==> config.mk <==
export PLATFORM = sky130hd
export DESIGN_NAME = uart_dma_req
export DESIGN_NICKNAME = d
export VERILOG_FILES = /design/src/rtl/dma_req_pkg.sv /design/src/rtl/dma_mode_dec.sv /design/src/rtl/dma_rx_req.sv /design/src/rtl/dma_tx_req.sv /design/src/rtl/uart_dma_req.sv
export SDC_FILE = /design/constraint.sdc
export NUM_CORES = 1
export LEC_CHECK = 0
export BUFFER_PORTS_ARGS = -buffer_cell sky130_fd_sc_hd__buf_2
export CAP_MARGIN = 20
export CORE_AREA = 2 2 39 41
export CTS_CLUSTER_DIAMETER = 40
export DETAILED_ROUTE_END_ITERATION = 7
export DIE_AREA = 0 0 41 43
export SLEW_MARGIN = 20
export SYNTH_ARGS = -nofsm -noshare
export SYNTH_HDL_FRONTEND = slang
export SYNTH_SLANG_ARGS = --single-unit
==> constraint.sdc <==
create_clock -name clk_i -period 1.33 [get_ports clk_i]
set_input_delay 0.266 -clock clk_i [delete_from_list [all_inputs] [get_ports clk_i]]
set_output_delay 0.266 -clock clk_i [all_outputs]
set_load 0.02 [all_outputs]
==> src/rtl/dma_req_pkg.sv <==
package dma_req_pkg;
  typedef enum logic {
    XFER_SINGLE = 1'b0,
    XFER_MULTI  = 1'b1
  } xfer_mode_e;
endpackage

==> src/rtl/dma_mode_dec.sv <==
module dma_mode_dec
  import dma_req_pkg::*;
(
  input  logic       fifo_en_i,
  input  logic       dma_mode_i,
  output xfer_mode_e mode_o
);
  // FIFOs off forces single-transfer style
  always_comb begin
    if (fifo_en_i && dma_mode_i) mode_o = XFER_MULTI;
    else                         mode_o = XFER_SINGLE;
  end
endmodule

==> src/rtl/dma_rx_req.sv <==
module dma_rx_req #(
  parameter int unsigned DEPTH = 16,
  parameter int unsigned CNT_W = $clog2(DEPTH + 1)
) (
  input  logic             clk_i,
  input  logic             rst_ni,
  input  logic             run_i,
  input  logic             multi_i,
  input  logic [CNT_W-1:0] count_i,
  input  logic             trig_i,
  input  logic             timeout_i,
  output logic             active_o
);
  logic armed_q;
  logic has_data;

  assign has_data = (count_i != '0);

  always_comb begin
    if (multi_i) active_o = has_data && (armed_q || trig_i || timeout_i);
    else         active_o = has_data;
  end

  always_ff @(posedge clk_i or negedge rst_ni) begin
    if (!rst_ni) armed_q <= 1'b0;
    else         armed_q <= run_i && multi_i && active_o;
  end


  rx_hold_chk: assert property (@(posedge clk_i) disable iff (!rst_ni)
    (run_i && $past(run_i) && multi_i && $past(multi_i) && $past(active_o) && has_data)
    |-> active_o);


  rx_arm_chk: assert property (@(posedge clk_i) disable iff (!rst_ni)
    (run_i && $past(run_i) && multi_i && $past(multi_i) && !$past(active_o) && active_o)
    |-> (trig_i || timeout_i));


  rx_empty_chk: assert property (@(posedge clk_i) disable iff (!rst_ni)
    (count_i == '0) |-> !active_o);
endmodule

==> src/rtl/dma_tx_req.sv <==
module dma_tx_req #(
  parameter int unsigned DEPTH = 16,
  parameter int unsigned CNT_W = $clog2(DEPTH + 1)
) (
  input  logic             clk_i,
  input  logic             rst_ni,
  input  logic             run_i,
  input  logic             multi_i,
  input  logic [CNT_W-1:0] count_i,
  output logic             active_o
);
  logic armed_q;
  logic empty;
  logic full;

  assign empty = (count_i == '0);
  assign full  = (count_i >= CNT_W'(DEPTH));

  always_comb begin
    if (multi_i) active_o = empty || (armed_q && !full);
    else         active_o = empty;
  end

  always_ff @(posedge clk_i or negedge rst_ni) begin
    if (!rst_ni) armed_q <= 1'b0;
    else         armed_q <= run_i && multi_i && active_o && !full;
  end


  tx_fill_chk: assert property (@(posedge clk_i) disable iff (!rst_ni)
    (run_i && $past(run_i) && multi_i && $past(multi_i) && $past(active_o) && !full)
    |-> active_o);


  tx_full_chk: assert property (@(posedge clk_i) disable iff (!rst_ni)
    (multi_i && full) |-> !active_o);


  tx_empty_chk: assert property (@(posedge clk_i) disable iff (!rst_ni)
    empty |-> active_o);
endmodule

==> src/rtl/uart_dma_req.sv <==
module uart_dma_req
  import dma_req_pkg::*;
#(
  parameter int unsigned DEPTH = 16,
  parameter int unsigned CNT_W = $clog2(DEPTH + 1)
) (
  input  logic             clk_i,
  input  logic             rst_ni,
  input  logic             fifo_en_i,
  input  logic             dma_mode_i,
  input  logic [CNT_W-1:0] rx_count_i,
  input  logic             rx_trig_i,
  input  logic             rx_timeout_i,
  input  logic [CNT_W-1:0] tx_count_i,
  output logic             rx_req_no,
  output logic             tx_req_no
);
  xfer_mode_e mode;
  logic       multi;
  logic       run_q;
  logic       rx_act;
  logic       tx_act;

  dma_mode_dec u_dec (
    .fifo_en_i (fifo_en_i),
    .dma_mode_i(dma_mode_i),
    .mode_o    (mode)
  );

  assign multi = (mode == XFER_MULTI);

  // requests held off until first edge after reset release
  always_ff @(posedge clk_i or negedge rst_ni) begin
    if (!rst_ni) run_q <= 1'b0;
    else         run_q <= 1'b1;
  end

  dma_rx_req #(.DEPTH(DEPTH), .CNT_W(CNT_W)) u_rx (
    .clk_i    (clk_i),
    .rst_ni   (rst_ni),
    .run_i    (run_q),
    .multi_i  (multi),
    .count_i  (rx_count_i),
    .trig_i   (rx_trig_i),
    .timeout_i(rx_timeout_i),
    .active_o (rx_act)
  );

  dma_tx_req #(.DEPTH(DEPTH), .CNT_W(CNT_W)) u_tx (
    .clk_i   (clk_i),
    .rst_ni  (rst_ni),
    .run_i   (run_q),
    .multi_i (multi),
    .count_i (tx_count_i),
    .active_o(tx_act)
  );

  assign rx_req_no = !(run_q && rx_act);
  assign tx_req_no = !(run_q && tx_act);


  single_no_hold_chk: assert property (@(posedge clk_i) disable iff (!rst_ni)
    (run_q && !fifo_en_i) |-> (rx_req_no == (rx_count_i == '0)));
endmodule

Word-level counts from Yosys, hierarchy flattened
Index checks and enable logic that the tools add are counted.
{"block": "op_classes", "n_lt_le_gt_ge": 1, "n_mux": 3, "n_reduce_logical": 17}
{"op": "$logic_and A1 B1 Y1", "n": 9}
{"op": "$ge A5 B5 Y1 const B", "n": 1}
{"op": "$logic_not A5 Y1", "n": 1}
{"op": "$reduce_bool A5 Y1", "n": 1}
{"op": "$logic_not A1 Y1", "n": 3}
{"op": "$logic_or A1 B1 Y1", "n": 3}
{"op": "$mux W1", "n": 3}
{"block": "totals", "in_bits": 16, "regBits": 3, "word_cells": 24, "output_inout_bits": 2}

Depth between registers and ports, before layout
Gate-level depths: netlist (run 1).
{"block": "depth", "depth_word": 7, "mapped_depth": 2, "ltp_nobuf": 2}

Cells and area by module
A second synthesis (run 1) with hierarchy kept.
{"block": "hier_totals", "cells_unflattened": 19, "area_unflattened_um2": 167.7}
{"mod": "dma_tx_req", "cells_each": 7, "seq_area_each_um2": 25.0, "instances": 1, "area_per_inst_um2": 65.1}
{"mod": "dma_rx_req", "cells_each": 7, "seq_area_each_um2": 25.0, "instances": 1, "area_per_inst_um2": 60.1}
{"mod": "uart_dma_req", "cells_each": 4, "seq_area_each_um2": 25.0, "instances": 1, "area_per_inst_um2": 36.3}
{"mod": "dma_mode_dec", "cells_each": 1, "seq_area_each_um2": 0.0, "instances": 1, "area_per_inst_um2": 6.3}

Least setup slack after synthesis (run 1)
Ideal clock, no wire load.
{"block": "synth_timing", "path_type": "input to output", "from": "in rx_count_i[3]", "to": "out rx_req_no", "setup_slack_ns": -0.133, "arrival_ns": 1.197, "required_time_ns": 1.064, "n_path_buf": 0, "stages": 2, "cell_sequence": "or4_4 > o221ai_1"}
{"block": "synth_between", "elab_chain_cells": 5}
{"item": "start: declaration", "line": "uart_dma_req.sv:11", "rtl": "input logic [CNT_W-1:0] rx_count_i,"}
{"item": "$reduce_bool A5 Y1 (*)", "line": "dma_rx_req.sv:17", "rtl": "assign has_data = (count_i != '0);"}
{"item": "$logic_and A1 B1 Y1", "line": "dma_rx_req.sv:20", "rtl": "if (multi_i) active_o = has_data && (armed_q || trig_i || timeout_i);"}
{"item": "$mux W1 (*)", "line": "dma_rx_req.sv:20"}
{"item": "$logic_and A1 B1 Y1 (*)", "line": "uart_dma_req.sv:58", "rtl": "assign rx_req_no = !(run_q && rx_act);"}
{"item": "$logic_not A1 Y1 (*)", "line": "uart_dma_req.sv:58"}
{"item": "end: declaration", "line": "uart_dma_req.sv:15", "rtl": "output logic rx_req_no,"}
Mark *: on every way between the ends. The rest lies on a longest branch, timed or not.

Worst setup path in the final report (run 1)
{"block": "layout_timing", "from": "in rx_count_i[0]", "to": "out rx_req_no"}
The elaborated chain is that of the path after synthesis.

==> summary by stage, run 1 <==
Status
The flow ran to the end, but the final reports show violations. The checks that failed: setup timing.

Floorplanning
The chip width is 41 microns. The initial cell density of the core is 0.116. The number of core rows is 14. In this run the count of I/O pins placed on the die edge is 18. The area of the core is 1380 sq um. The die covers 1760 sq um. The die is 43 microns tall.

Layout
The number of standard cells in the final layout excluding fillers is 54. The total number of nets in the final design is 55. The area overhead of the layout relative to synthesis is 115%.

The sequential cells in the finished layout cover a total of 75.1 sq um. The number of fill cells is 153. In the final layout, the share of cells above drive strength 1 is 0.632. The number of antenna diodes in the final layout is 0. The area occupied by multi-input gates is 108 sq um.

Synth
By area the synthesized netlist is led by sky130_fd_sc_hd__dfrtp_1, sky130_fd_sc_hd__o2111a_1, sky130_fd_sc_hd__or4_4. For this run, the register share of the synthesized area comes to 0.469. The share of synthesized area in the top cell type comes to 0.469. For this run, the number of Yosys warnings is 0. In this run, synthesis inferred 0 flip-flops with an integrated enable. Averaged over all synthesized cells, the footprint is 10.7 sq um. The cell type with the largest total area after synthesis is sky130_fd_sc_hd__dfrtp_1. The netlist uses 13 different library cells. The number of nets in the synthesized netlist is 31. The primary flip-flop cell chosen by synthesis mapping is sky130_fd_sc_hd__dfrtp_1.

In the synthesized netlist the async set-or-reset flop fraction comes to 1.00. Counting every instance in the synthesized netlist gives 15. The post-synthesis register bit count is 3. The cell with the most instances after synthesis is sky130_fd_sc_hd__dfrtp_1.

The cell area that synthesis handed to floorplanning was 160 sq um.

Power and ir drop
For this design the total switching power over the nets is 75.4 uW. The overall power of the completed layout is 317 uW. The share of total power dissipated in sequential elements is 0.302.

For this design the static power due to leakage is 0.000178 uW. The share of total power dissipated in the clock network is 0.513. The internal power summed over all cells is 242 uW. Of the total power, combinational logic draws 0.185. The worst-case IR drop observed on VDD is 0.000574 V. Dividing total power by cell area gives a power density of 922 nW/um^2. The switching power share of the total is 0.238.

Critical path
The critical path is of the in -> out type. The largest fanout of any net on the critical path is 2. For the worst setup path, the data required time is 1.06 ns. The nature of the critical path endpoint is a primary output. The critical path launch point type is an input port.

At the worst endpoint, the arrival time is 1.23 ns.

Route
The average detailed-routed wire length per instance is 10.5 microns. The number of optimization iterations in the first detailed-route pass is 4. After detailed routing, the number of vias per cell comes to 3.85.

The number of design rule violations left after detail routing is 0. The wire length after detailed routing is 568 microns. In this run, the number of DRC markers left after iteration 0 of detailed routing was 5. The number of antenna-violating nets in the routed design is 0. The total number of vias is 208.

GRT
The global-route wire length before repair is 883 microns. The number of antenna violations at the first check in global routing came to 0. The number of global-route vias before repair is 205. The overall global routing resource usage is 0.0825.

The leftover overflow at the end of global routing is 0. The largest net degree at the start of global routing is 4.

Timing
The setup clock skew after layout is 0.00179 ns. The count of final setup violators is 1. The number of max-slew violations in the final report is 0. The final hold violation count is 0. The worst path in the final design needs a cycle of 1.50 ns, including I/O delays and setup.

The post-route worst setup slack is -0.166 ns. In the finished design, the share of the clock period the worst path needs comes to 1.13. Hold timing on the final database bottoms out at a slack of 0.307 ns. For this run, the top clock speed supported by timing is 668 MHz. Setup repair after global routing could not meet its margin everywhere.

Placement
The count of buffers added on input and output ports is 17. The number of placed instances, taps included, is 48. Summed over all nets, the half-perimeter wirelength after detailed placement is 479 microns. The global placer's final weighted congestion is 0.672.

Job
The max-capacitance violation count is 0.

Clock network
TritonCTS built the clock tree. The maximum clock path buffer count is 2. The clock latency on the worst-skew pair is 0.23 ns. The tree is rooted in a sky130_fd_sc_hd__clkbuf_4. The clock sink total is 3. The post-CTS clock slew at the launch and capture registers of the worst setup and hold paths is 0.04 ns. The TritonCTS buffer count is 3. In this run the number of H-tree levels came out at 1.

Min path
The path class of the tightest hold or removal check is in -> reg.
## what timing repair did
action,4_1_cts,5_1_grt
resized for setup,4,1
endpoints found under the setup margin,2,2
hold buffers,1,0
endpoints found under the hold margin,3,0
pin swaps,3,0
setup buffers,1,0
## layout make-up
type	instances	share of cell area
clock buffers	4	0.0764
repair buffers	19	0.335
flip-flops and latches	3	0.218
multi-input cells	12	0.313
well taps	16	0.0582
## final timing paths
| check | start | to | slack [ns] | cells after the start |
|---|---|---|---|---|
| max in group asynchronous | rst_ni | u_rx.armed_q | 0.86 | 2 |
| worst min-delay path | tx_count_i[4] | u_tx.armed_q | 0.31 | 3 |
| min in group asynchronous | rst_ni | u_tx.armed_q | 0.36 | 2 |
| worst max register to register | u_rx.armed_q | u_rx.armed_q | 0.36 | 2 |
| worst max-delay path | rx_count_i[0] | rx_req_no | -0.17 | 4 |
| worst min register to register | u_tx.armed_q | u_tx.armed_q | 0.51 | 1 |
## registers in the layout, summed over array words and instances (netlist names)
name	count
u_rx.armed_q	1
run_q	1
u_tx.armed_q	1
## cell usage in the layout, fill, tap and decap left out
cell / Yosys / routed
sky130_fd_sc_hd__clkbuf_4: 0 / 3
sky130_fd_sc_hd__nand2_1: 1 / 1
sky130_fd_sc_hd__buf_6: 0 / 2
sky130_fd_sc_hd__o211a_1: 1 / 1
sky130_fd_sc_hd__or3_4: 0 / 1
sky130_fd_sc_hd__or4_4: 1 / 1
sky130_fd_sc_hd__nor4_1: 1 / 1
sky130_fd_sc_hd__o2111a_1: 1 / 1
sky130_fd_sc_hd__nor2b_1: 1 / 1
sky130_fd_sc_hd__o21ai_1: 0 / 1
sky130_fd_sc_hd__and3_1: 1 / 1
sky130_fd_sc_hd__dfrtp_1: 3 / 3
sky130_fd_sc_hd__buf_4: 0 / 1
sky130_fd_sc_hd__conb_1: 1 / 1
sky130_fd_sc_hd__clkbuf_1: 0 / 1
sky130_fd_sc_hd__buf_2: 0 / 15
sky130_fd_sc_hd__dlygate4sd3_1: 0 / 1
sky130_fd_sc_hd__and2_1: 1 / 1
sky130_fd_sc_hd__o221ai_4: 0 / 1
## power groups by stage
stage               clock, uW  sequential (uW)  combinational (uW)
finish                    163             96.0                58.6
global route              183             96.0                64.7
CTS                       171             95.9                59.1
detailed placement          0             98.1                46.9
global placement            0             98.1                47.1
floorplan                   0             97.5                17.3
## worst max-delay path: stages
cell,delay [ns]
sky130_fd_sc_hd__buf_6,0.09
sky130_fd_sc_hd__or4_4,0.55
sky130_fd_sc_hd__o221ai_4,0.19
sky130_fd_sc_hd__buf_6,0.14
## logic make-up after synthesis
family,count (synthesis),synth area share
AOI/OAI and AO/OA,4,0.219
other,1,0.0234
DFF,3,0.469
and+or+nand+nor,7,0.289
## layer usage
layer / global-route usage / vias to the layer above / part of all wire
met5: 0 / - / 0
met3: 0.0890 / 0 / 0.18
met4: 0.0200 / 0 / 0
met1: 0.117 / 82 / 0.54
li1: - / 106 / -
met2: 0.0813 / 20 / 0.28
## metrics by stage
step / util / TNS, ns / setup slack (ns) / instance area, sq um
detailed placement: 0.204 / -0.213 / -0.213 / 283
floorplan: - / 0 / 0.0146 / 178
global route: 0.249 / -0.213 / -0.213 / 344
global placement: 0.204 / -0.211 / -0.211 / 283
CTS: 0.249 / -0.174 / -0.174 / 344
finish: 0.249 / -0.166 / -0.166 / 344
No activity file was read; power rests on OpenSTA's default activity.
==> inputs of run 2 (changes only) <==
--- a/config.mk
+++ b/config.mk
@@ -11,6 +11,7 @@
 export CTS_CLUSTER_DIAMETER = 40
 export DETAILED_ROUTE_END_ITERATION = 7
 export DIE_AREA = 0 0 41 43
+export RECOVER_POWER = 50
 export SLEW_MARGIN = 20
 export SYNTH_ARGS = -nofsm -noshare
 export SYNTH_HDL_FRONTEND = slang
==> run 2 against run 1 <==
Net effect:
- the flow still finishes with violations (setup timing)
- clock skew unchanged
- cell count unchanged
- core utilization decreased by 0.090 points
- cell area decreased by 0.36%
- non-clock buffer count unchanged
- sequential share of layout area increased by 0.080 points
- register-to-register slack about the same
- worst setup slack unchanged
- critical path depth unchanged
- critical endpoint unchanged
- highest routed layer unchanged
==> summary by stage, run 2 (synthesis results as in run 1) <==
GRT
The number of antenna violations at the first check in global routing is 0. Across every metal layer, demand over resource in global routing totals 0.0825. Entering global routing, the biggest net connects 4 pins. The leftover overflow at the end of global routing is 0. The number of global-route vias before repair is 205. The first global-routing pass estimated 883 microns of wire.

Clock network
In this run, CTS created clock tree buffers numbering 3. The clock passes through at most 2 buffers. The post-CTS clock slew at the launch and capture registers of the worst setup and hold paths is 0.04 ns.

Clock tree synthesis found a total of 3 sinks. The cell sitting at the root of the clock tree is a sky130_fd_sc_hd__clkbuf_4. For the worst-skew pair, the clock arrives at the later sink with an insertion delay of 0.23 ns. TritonCTS built the clock tree. The depth of the CTS H-tree is 1.

Timing
The worst slack on hold paths is 0.307 ns. The final hold violation count is 0. The setup clock skew after layout is 0.00179 ns. The number of max-slew violations in the final report is 0. The minimum period implied by the final worst setup slack is 1.50 ns. The post-route worst setup slack is -0.166 ns. The highest attainable clock frequency is 668 MHz.

The fraction of the cycle the final worst path needs is 1.13. The count of final setup violators is 1. Setup repair after global routing could not meet its margin everywhere.

Placement
The cell count after placement is 48. Detailed placement ended at an HPWL of 479 microns. The number of buffers inserted by port buffering is 17. The global placer's final weighted congestion is 0.672.

Route
The first detailed-routing pass took 4 iterations. The number of DRC violations after detailed-routing iteration 0 is 6. Across all layers, the routed design uses 208 vias. The wire length after detailed routing is 566 microns. For this run, design rule violations remaining after detail routing come to 0. The number of antenna-violating nets in the routed design is 0. The via density per instance is 3.85. Dividing the detail-routed wire length by the instance count gives 10.5 microns.

Floorplanning
The total area inside the core boundary comes to 1380 sq um. The chip width is 41 microns. Pin placement for this block handled 18 I/O pins. The floorplan step set the die height to 43 microns. The number of core rows is 14. The die area is 1760 sq um. The initial utilization of the core area, before any placement, comes to 0.116.

Status
The flow ran to the end, but the final reports show violations. The checks that failed: setup timing.

Power and ir drop
Cell internal power was estimated by the tool at 241 uW. The share of total power dissipated in sequential elements is 0.303. Of the total power, the share spent switching nets is 0.238. For this design the ratio of total power to cell area is 924 nW/um^2. Summed over all cells, the static leakage comes to 0.000175 uW.

The switching power total is 75.4 uW. The share of total power dissipated in the clock network is 0.514. The maximum ir drop on the vdd rail is 0.000574 V. The share of total power dissipated in combinational logic is 0.183.

Layout
At the end of the flow the core is filled with cells to 0.248. Leaving out filler cells and counting taps, the final layout contains 54. In the final layout, the registers with the most flip-flops are run_q: 1 flops, u_rx.armed_q: 1 flops, u_tx.armed_q: 1 flops. The top cell types in the final layout, fill and taps aside, are sky130_fd_sc_hd__buf_2, sky130_fd_sc_hd__clkbuf_4, sky130_fd_sc_hd__dfrtp_1. The repair_antennas step left the layout with diodes totalling 0. The area occupied by multi-input gates is 108 sq um. The fraction of final layout cells with drive strength greater than 1 is 0.605. After filler insertion, the fill cell instance count of the layout stands at 154. From synthesis to final layout, the design area changed by 114%. After the last flow step, the layout net total stands at 55.

In the final layout, flip-flops and latches occupy 75.1 sq um. The most common cell after layout, fill and taps aside is sky130_fd_sc_hd__buf_2.

Critical path
For the worst setup path, the data arrival time is 1.23 ns. The worst setup path is launched from an input port. The largest fanout of any net on the critical path is 2. STA classifies the critical path endpoint as a primary output. The critical path required time is 1.06 ns. The kind of critical path is in -> out.

Min path
The type of the tightest min-delay check is in -> reg.

Job
Across the run, the number of max-cap violations was 0.
-- run 2: power groups by stage --
stage / Combinational [uW] / Sequential (uW) / Clock (uW)
after floorplan: 17.3 / 97.5 / 0
after global placement: 47.1 / 98.1 / 0
after detailed placement: 46.9 / 98.1 / 0
after CTS: 59.1 / 95.9 / 171
after global routing: 64.3 / 96.0 / 183
final: 58.1 / 96.0 / 163
-- run 2: critical path, stage by stage --
cell and delay, ns:
sky130_fd_sc_hd__buf_6 0.09, sky130_fd_sc_hd__or4_4 0.55, sky130_fd_sc_hd__o221ai_4 0.19, sky130_fd_sc_hd__buf_6 0.14
-- run 2: metal layers --
metal	wire length [microns]	vias to the layer above	track usage	share of wire
met3	100	0	0.0890	0.18
li1	-	106	-	-
met5	0	-	0	0
met1	305	82	0.117	0.54
met2	160	20	0.0813	0.28
met4	0	0	0.0200	0
-- run 2: through the flow --
stage          setup slack, ns  cell area, sq um  TNS, ns  total power, uW
5_1_grt                 -0.213               343   -0.213              343
4_1_cts                 -0.174               344   -0.174              325
2_1_floorplan           0.0146               178        0              115
3_3_place_gp            -0.211               283   -0.211              145
6_report                -0.166               343   -0.166              317
3_5_place_dp            -0.213               283   -0.213              145
-- run 2: worst paths after layout --
| path | start | endpoint | slack [ns] | cells after the start |
|---|---|---|---|---|
| max in group asynchronous | rst_ni | u_rx.armed_q | 0.78 | 2 |
| worst min register to register | u_tx.armed_q | u_tx.armed_q | 0.51 | 1 |
| worst min-delay path | tx_count_i[4] | u_tx.armed_q | 0.31 | 3 |
| worst max register to register | u_rx.armed_q | u_rx.armed_q | 0.36 | 2 |
| min in group asynchronous | rst_ni | u_tx.armed_q | 0.38 | 2 |
| worst max-delay path | rx_count_i[0] | rx_req_no | -0.17 | 4 |
-- run 2: what timing repair did --
item | in CTS | in global routing
pin swaps | 3 | 0
endpoints found under the hold margin | 3 | 0
setup endpoints to repair | 2 | 2
resized for setup | 4 | 1
hold buffers | 1 | 0
setup buffers | 1 | 0
-- run 2: cell type report --
type / instances / area share
multi-input combinational: 12 / 0.314
sequential: 3 / 0.219
tap: 16 / 0.0584
clock buffer: 4 / 0.0766
timing repair buffer: 19 / 0.332
==> inputs of run 3 (changes only) <==
==> constraint.sdc (replaced) <==
create_clock -name clk_i -period 1.33 [get_ports clk_i]
set_input_delay 0.0665 -clock clk_i [delete_from_list [all_inputs] [get_ports clk_i]]
set_output_delay 0.0665 -clock clk_i [all_outputs]
set_load 0.02 [all_outputs]
==> run 3 against run 2 <==
Net effect:
- the run now ends clean
- sequential share of layout area up 2.0 points
- cell count shrank 1.9%
- flip-flop and latch count unchanged
- first-iteration DRC count shrank 83%
- critical endpoint unchanged
==> summary by stage, run 3 (synthesis results as in run 1) <==
Status
The flow ran to the end, and the final reports show no timing, DRC or antenna violations.

Min path
The path class of the tightest hold or removal check is in -> reg. The start point of the worst hold path is tx_count_i[4]. The worst hold path was traced through 3 stages.

The end point of the most critical hold path is u_tx.armed_q.

Critical path
Along the worst path, the maximum fanout reaches 2. The nature of the critical path endpoint is a primary output. The kind of cell adding the most delay to the critical path is flip-flops.

STA classifies the critical path startpoint as a flip-flop. The worst stage delay on the critical path is 0.35 ns. The reg2reg setup slack is 0.39 ns. The critical path runs through a total of 3 cells. The data arrival time of the critical path is 1.20 ns. The largest individual stage delay along the critical path comes from the cell sky130_fd_sc_hd__dfrtp_1.

The endpoint of the most critical register-to-register path is u_rx.armed_q. STA puts the critical path data required time at 1.26 ns. The setup path with the least slack is of type reg -> out. The worst flop-to-flop path startpoint is u_rx.armed_q. The worst register-to-register path has a depth of 2.

Together, buffers and inverters on the worst path number 1. The signal on the critical path passes through or3_4 -> o221ai_2 -> buf_4.

Clock network
The maximum clock path buffer count is 2. Buffers inserted during clock tree synthesis total 3. The CTS tree is built.

The post-CTS setup-driven buffer insertion count is 0. The clock latency on the worst-skew pair is 0.23 ns. CTS built an H-tree with a depth of 1. The post-CTS clock slew at the launch and capture registers of the worst setup and hold paths is 0.03 ns.

The tree is rooted in a sky130_fd_sc_hd__clkbuf_4. The clock sink total is 3.

Power and ir drop
The share of total power dissipated in combinational logic is 0.153. The sequential power share is 0.323. The switching power share of the total is 0.213. For this design the ratio of total power to cell area is 948 nW/um^2. The switching power total is 63.4 uW. The internal power summed over all cells is 234 uW. Across the VDD grid, the largest voltage drop is 0.000300 V.

The proportion of power drawn by the clock network is 0.523. The overall power of the completed layout is 298 uW. In this run the static leakage power is 0.000166 uW.

GRT
The leftover overflow at the end of global routing is 0. The number of antenna violations at the first check in global routing is 0. Entering global routing, the biggest net connects 4 pins.

The global-route wire length before repair is 558 microns. The overall global routing resource usage is 0.0514. The number of global-route vias before repair is 179.

Timing
The count of final setup violators is 0. Adding up every negative setup slack in the final design gives 0 ns. The setup clock skew after layout is 0.000512 ns. In the finished design, the share of the clock period the worst path needs comes to 0.951. Counting I/O delays and the setup requirement, the final critical path takes 1.26 ns. The number of max-slew violations in the final report is 0. For this run, the top clock speed supported by timing is 791 MHz. Setup repair after global routing could not meet its margin everywhere.

Final hold analysis gives a worst-case slack of 0.112 ns. The final hold violation count is 0.

Layout
The number of standard cells in the final layout excluding fillers is 53. Leaving out fill and tap cells, the most frequent cells in the layout are sky130_fd_sc_hd__buf_2, sky130_fd_sc_hd__clkbuf_4, sky130_fd_sc_hd__dfrtp_1. The count of antenna diodes in the layout is 0.

The fraction of final layout cells with drive strength greater than 1 is 0.595. The total number of nets in the final design is 54. The largest registers in the layout are run_q: 1 flops, u_rx.armed_q: 1 flops, u_tx.armed_q: 1 flops. The most common cell after layout, fill and taps aside is sky130_fd_sc_hd__buf_2. The post-route core utilization is 0.227. The area growth from synthesis to layout is 96.1%.

Route
Using the TritonRoute via totals, the vias-per-cell ratio works out to 3.66. The count of nets left with antenna violations once routing finished came out at 0. In this run, the number of DRC markers left after iteration 0 of detailed routing was 1. For this run, design rule violations remaining after detail routing come to 0. The wire length after detailed routing is 404 microns. The first TritonRoute pass finished after 4 iterations. The average detailed-routed wire length per instance is 7.62 microns. The total number of vias is 194.

Floorplanning
The total I/O pin count is 18. The number of core rows is 14. The die is 43 microns tall. The die area is 1760 sq um.

The chip width is 41 microns. The area of the core is 1380 sq um. For this configuration, the core starts out at a cell density of 0.116.

Placement
During placement, the flow inserted port buffers numbering 17. The congestion estimate from routability-driven global placement came to 0.598. The cell count after placement is 48.

Job
Across the run, the number of max-cap violations was 0.
## run 3: cell types whose count changed in the layout (fill, tap and decap cells not counted)
cell | before | now
sky130_fd_sc_hd__buf_6 | 2 | 0
sky130_fd_sc_hd__buf_2 | 14 | 15
sky130_fd_sc_hd__o21ai_0 | 0 | 1
sky130_fd_sc_hd__o221ai_4 | 1 | 0
sky130_fd_sc_hd__o21ai_1 | 1 | 0
sky130_fd_sc_hd__o221ai_2 | 0 | 1
## run 3: repair_timing
item / in CTS / in global routing
resized for setup: 1 / 2
hold buffers: 1 / 0
endpoints found under the hold margin: 3 / 0
pin swaps: 2 / 0
setup endpoints to repair: 1 / 1
## run 3: cell type report
class / count / area (sq um)
timing repair buffer: 18 / 96.3
sequential: 3 / 75.1
tap: 16 / 20.0
fill: 169 / 1070
clock buffer: 4 / 26.3
multi-input combinational: 12 / 96.3
## run 3: power by group through the flow
| stage | combinational, uW | sequential, uW | clock (uW) |
|---|---|---|---|
| finish | 45.7 | 96.2 | 156 |
| global route | 49.6 | 96.6 | 166 |
| global placement | 38.9 | 97.0 | 0 |
| floorplan | 12.9 | 96.7 | 0 |
| detailed placement | 39.8 | 97.1 | 0 |
| CTS | 43.4 | 95.9 | 166 |
## run 3: tightest hold or removal path, stage by stage
cell                      delay (ns)
sky130_fd_sc_hd__buf_2          0.08
sky130_fd_sc_hd__nor2b_1        0.04
sky130_fd_sc_hd__o211a_1        0.11
## run 3: metrics by stage
| step | area, sq um | worst slack [ns] |
|---|---|---|
| after global placement | 265 | 0.207 |
| after CTS | 304 | 0.0159 |
| final | 314 | 0.0652 |
| after global routing | 314 | 0.0279 |
| after floorplan | 160 | 0.162 |
| after detailed placement | 265 | 0.197 |
## run 3: layer usage
layer,global-route usage,wire length [microns],vias to the layer above
li1,-,-,102
met1,0.0325,126,84
met2,0.0813,217,8
met3,0.0314,59,0
met4,0.0600,0,0
met5,0,0,-
## run 3: worst max-delay path by stage
stage	from	endpoint	slack (ns)
finish	u_rx.armed_q	rx_req_no	0.07
global route	u_rx.armed_q	rx_req_no	0.03
CTS	u_rx.armed_q	rx_req_no	0.02
detailed placement	u_rx.armed_q	rx_req_no	0.20
global placement	u_rx.armed_q	rx_req_no	0.21
floorplan	u_rx.armed_q	rx_req_no	0.16
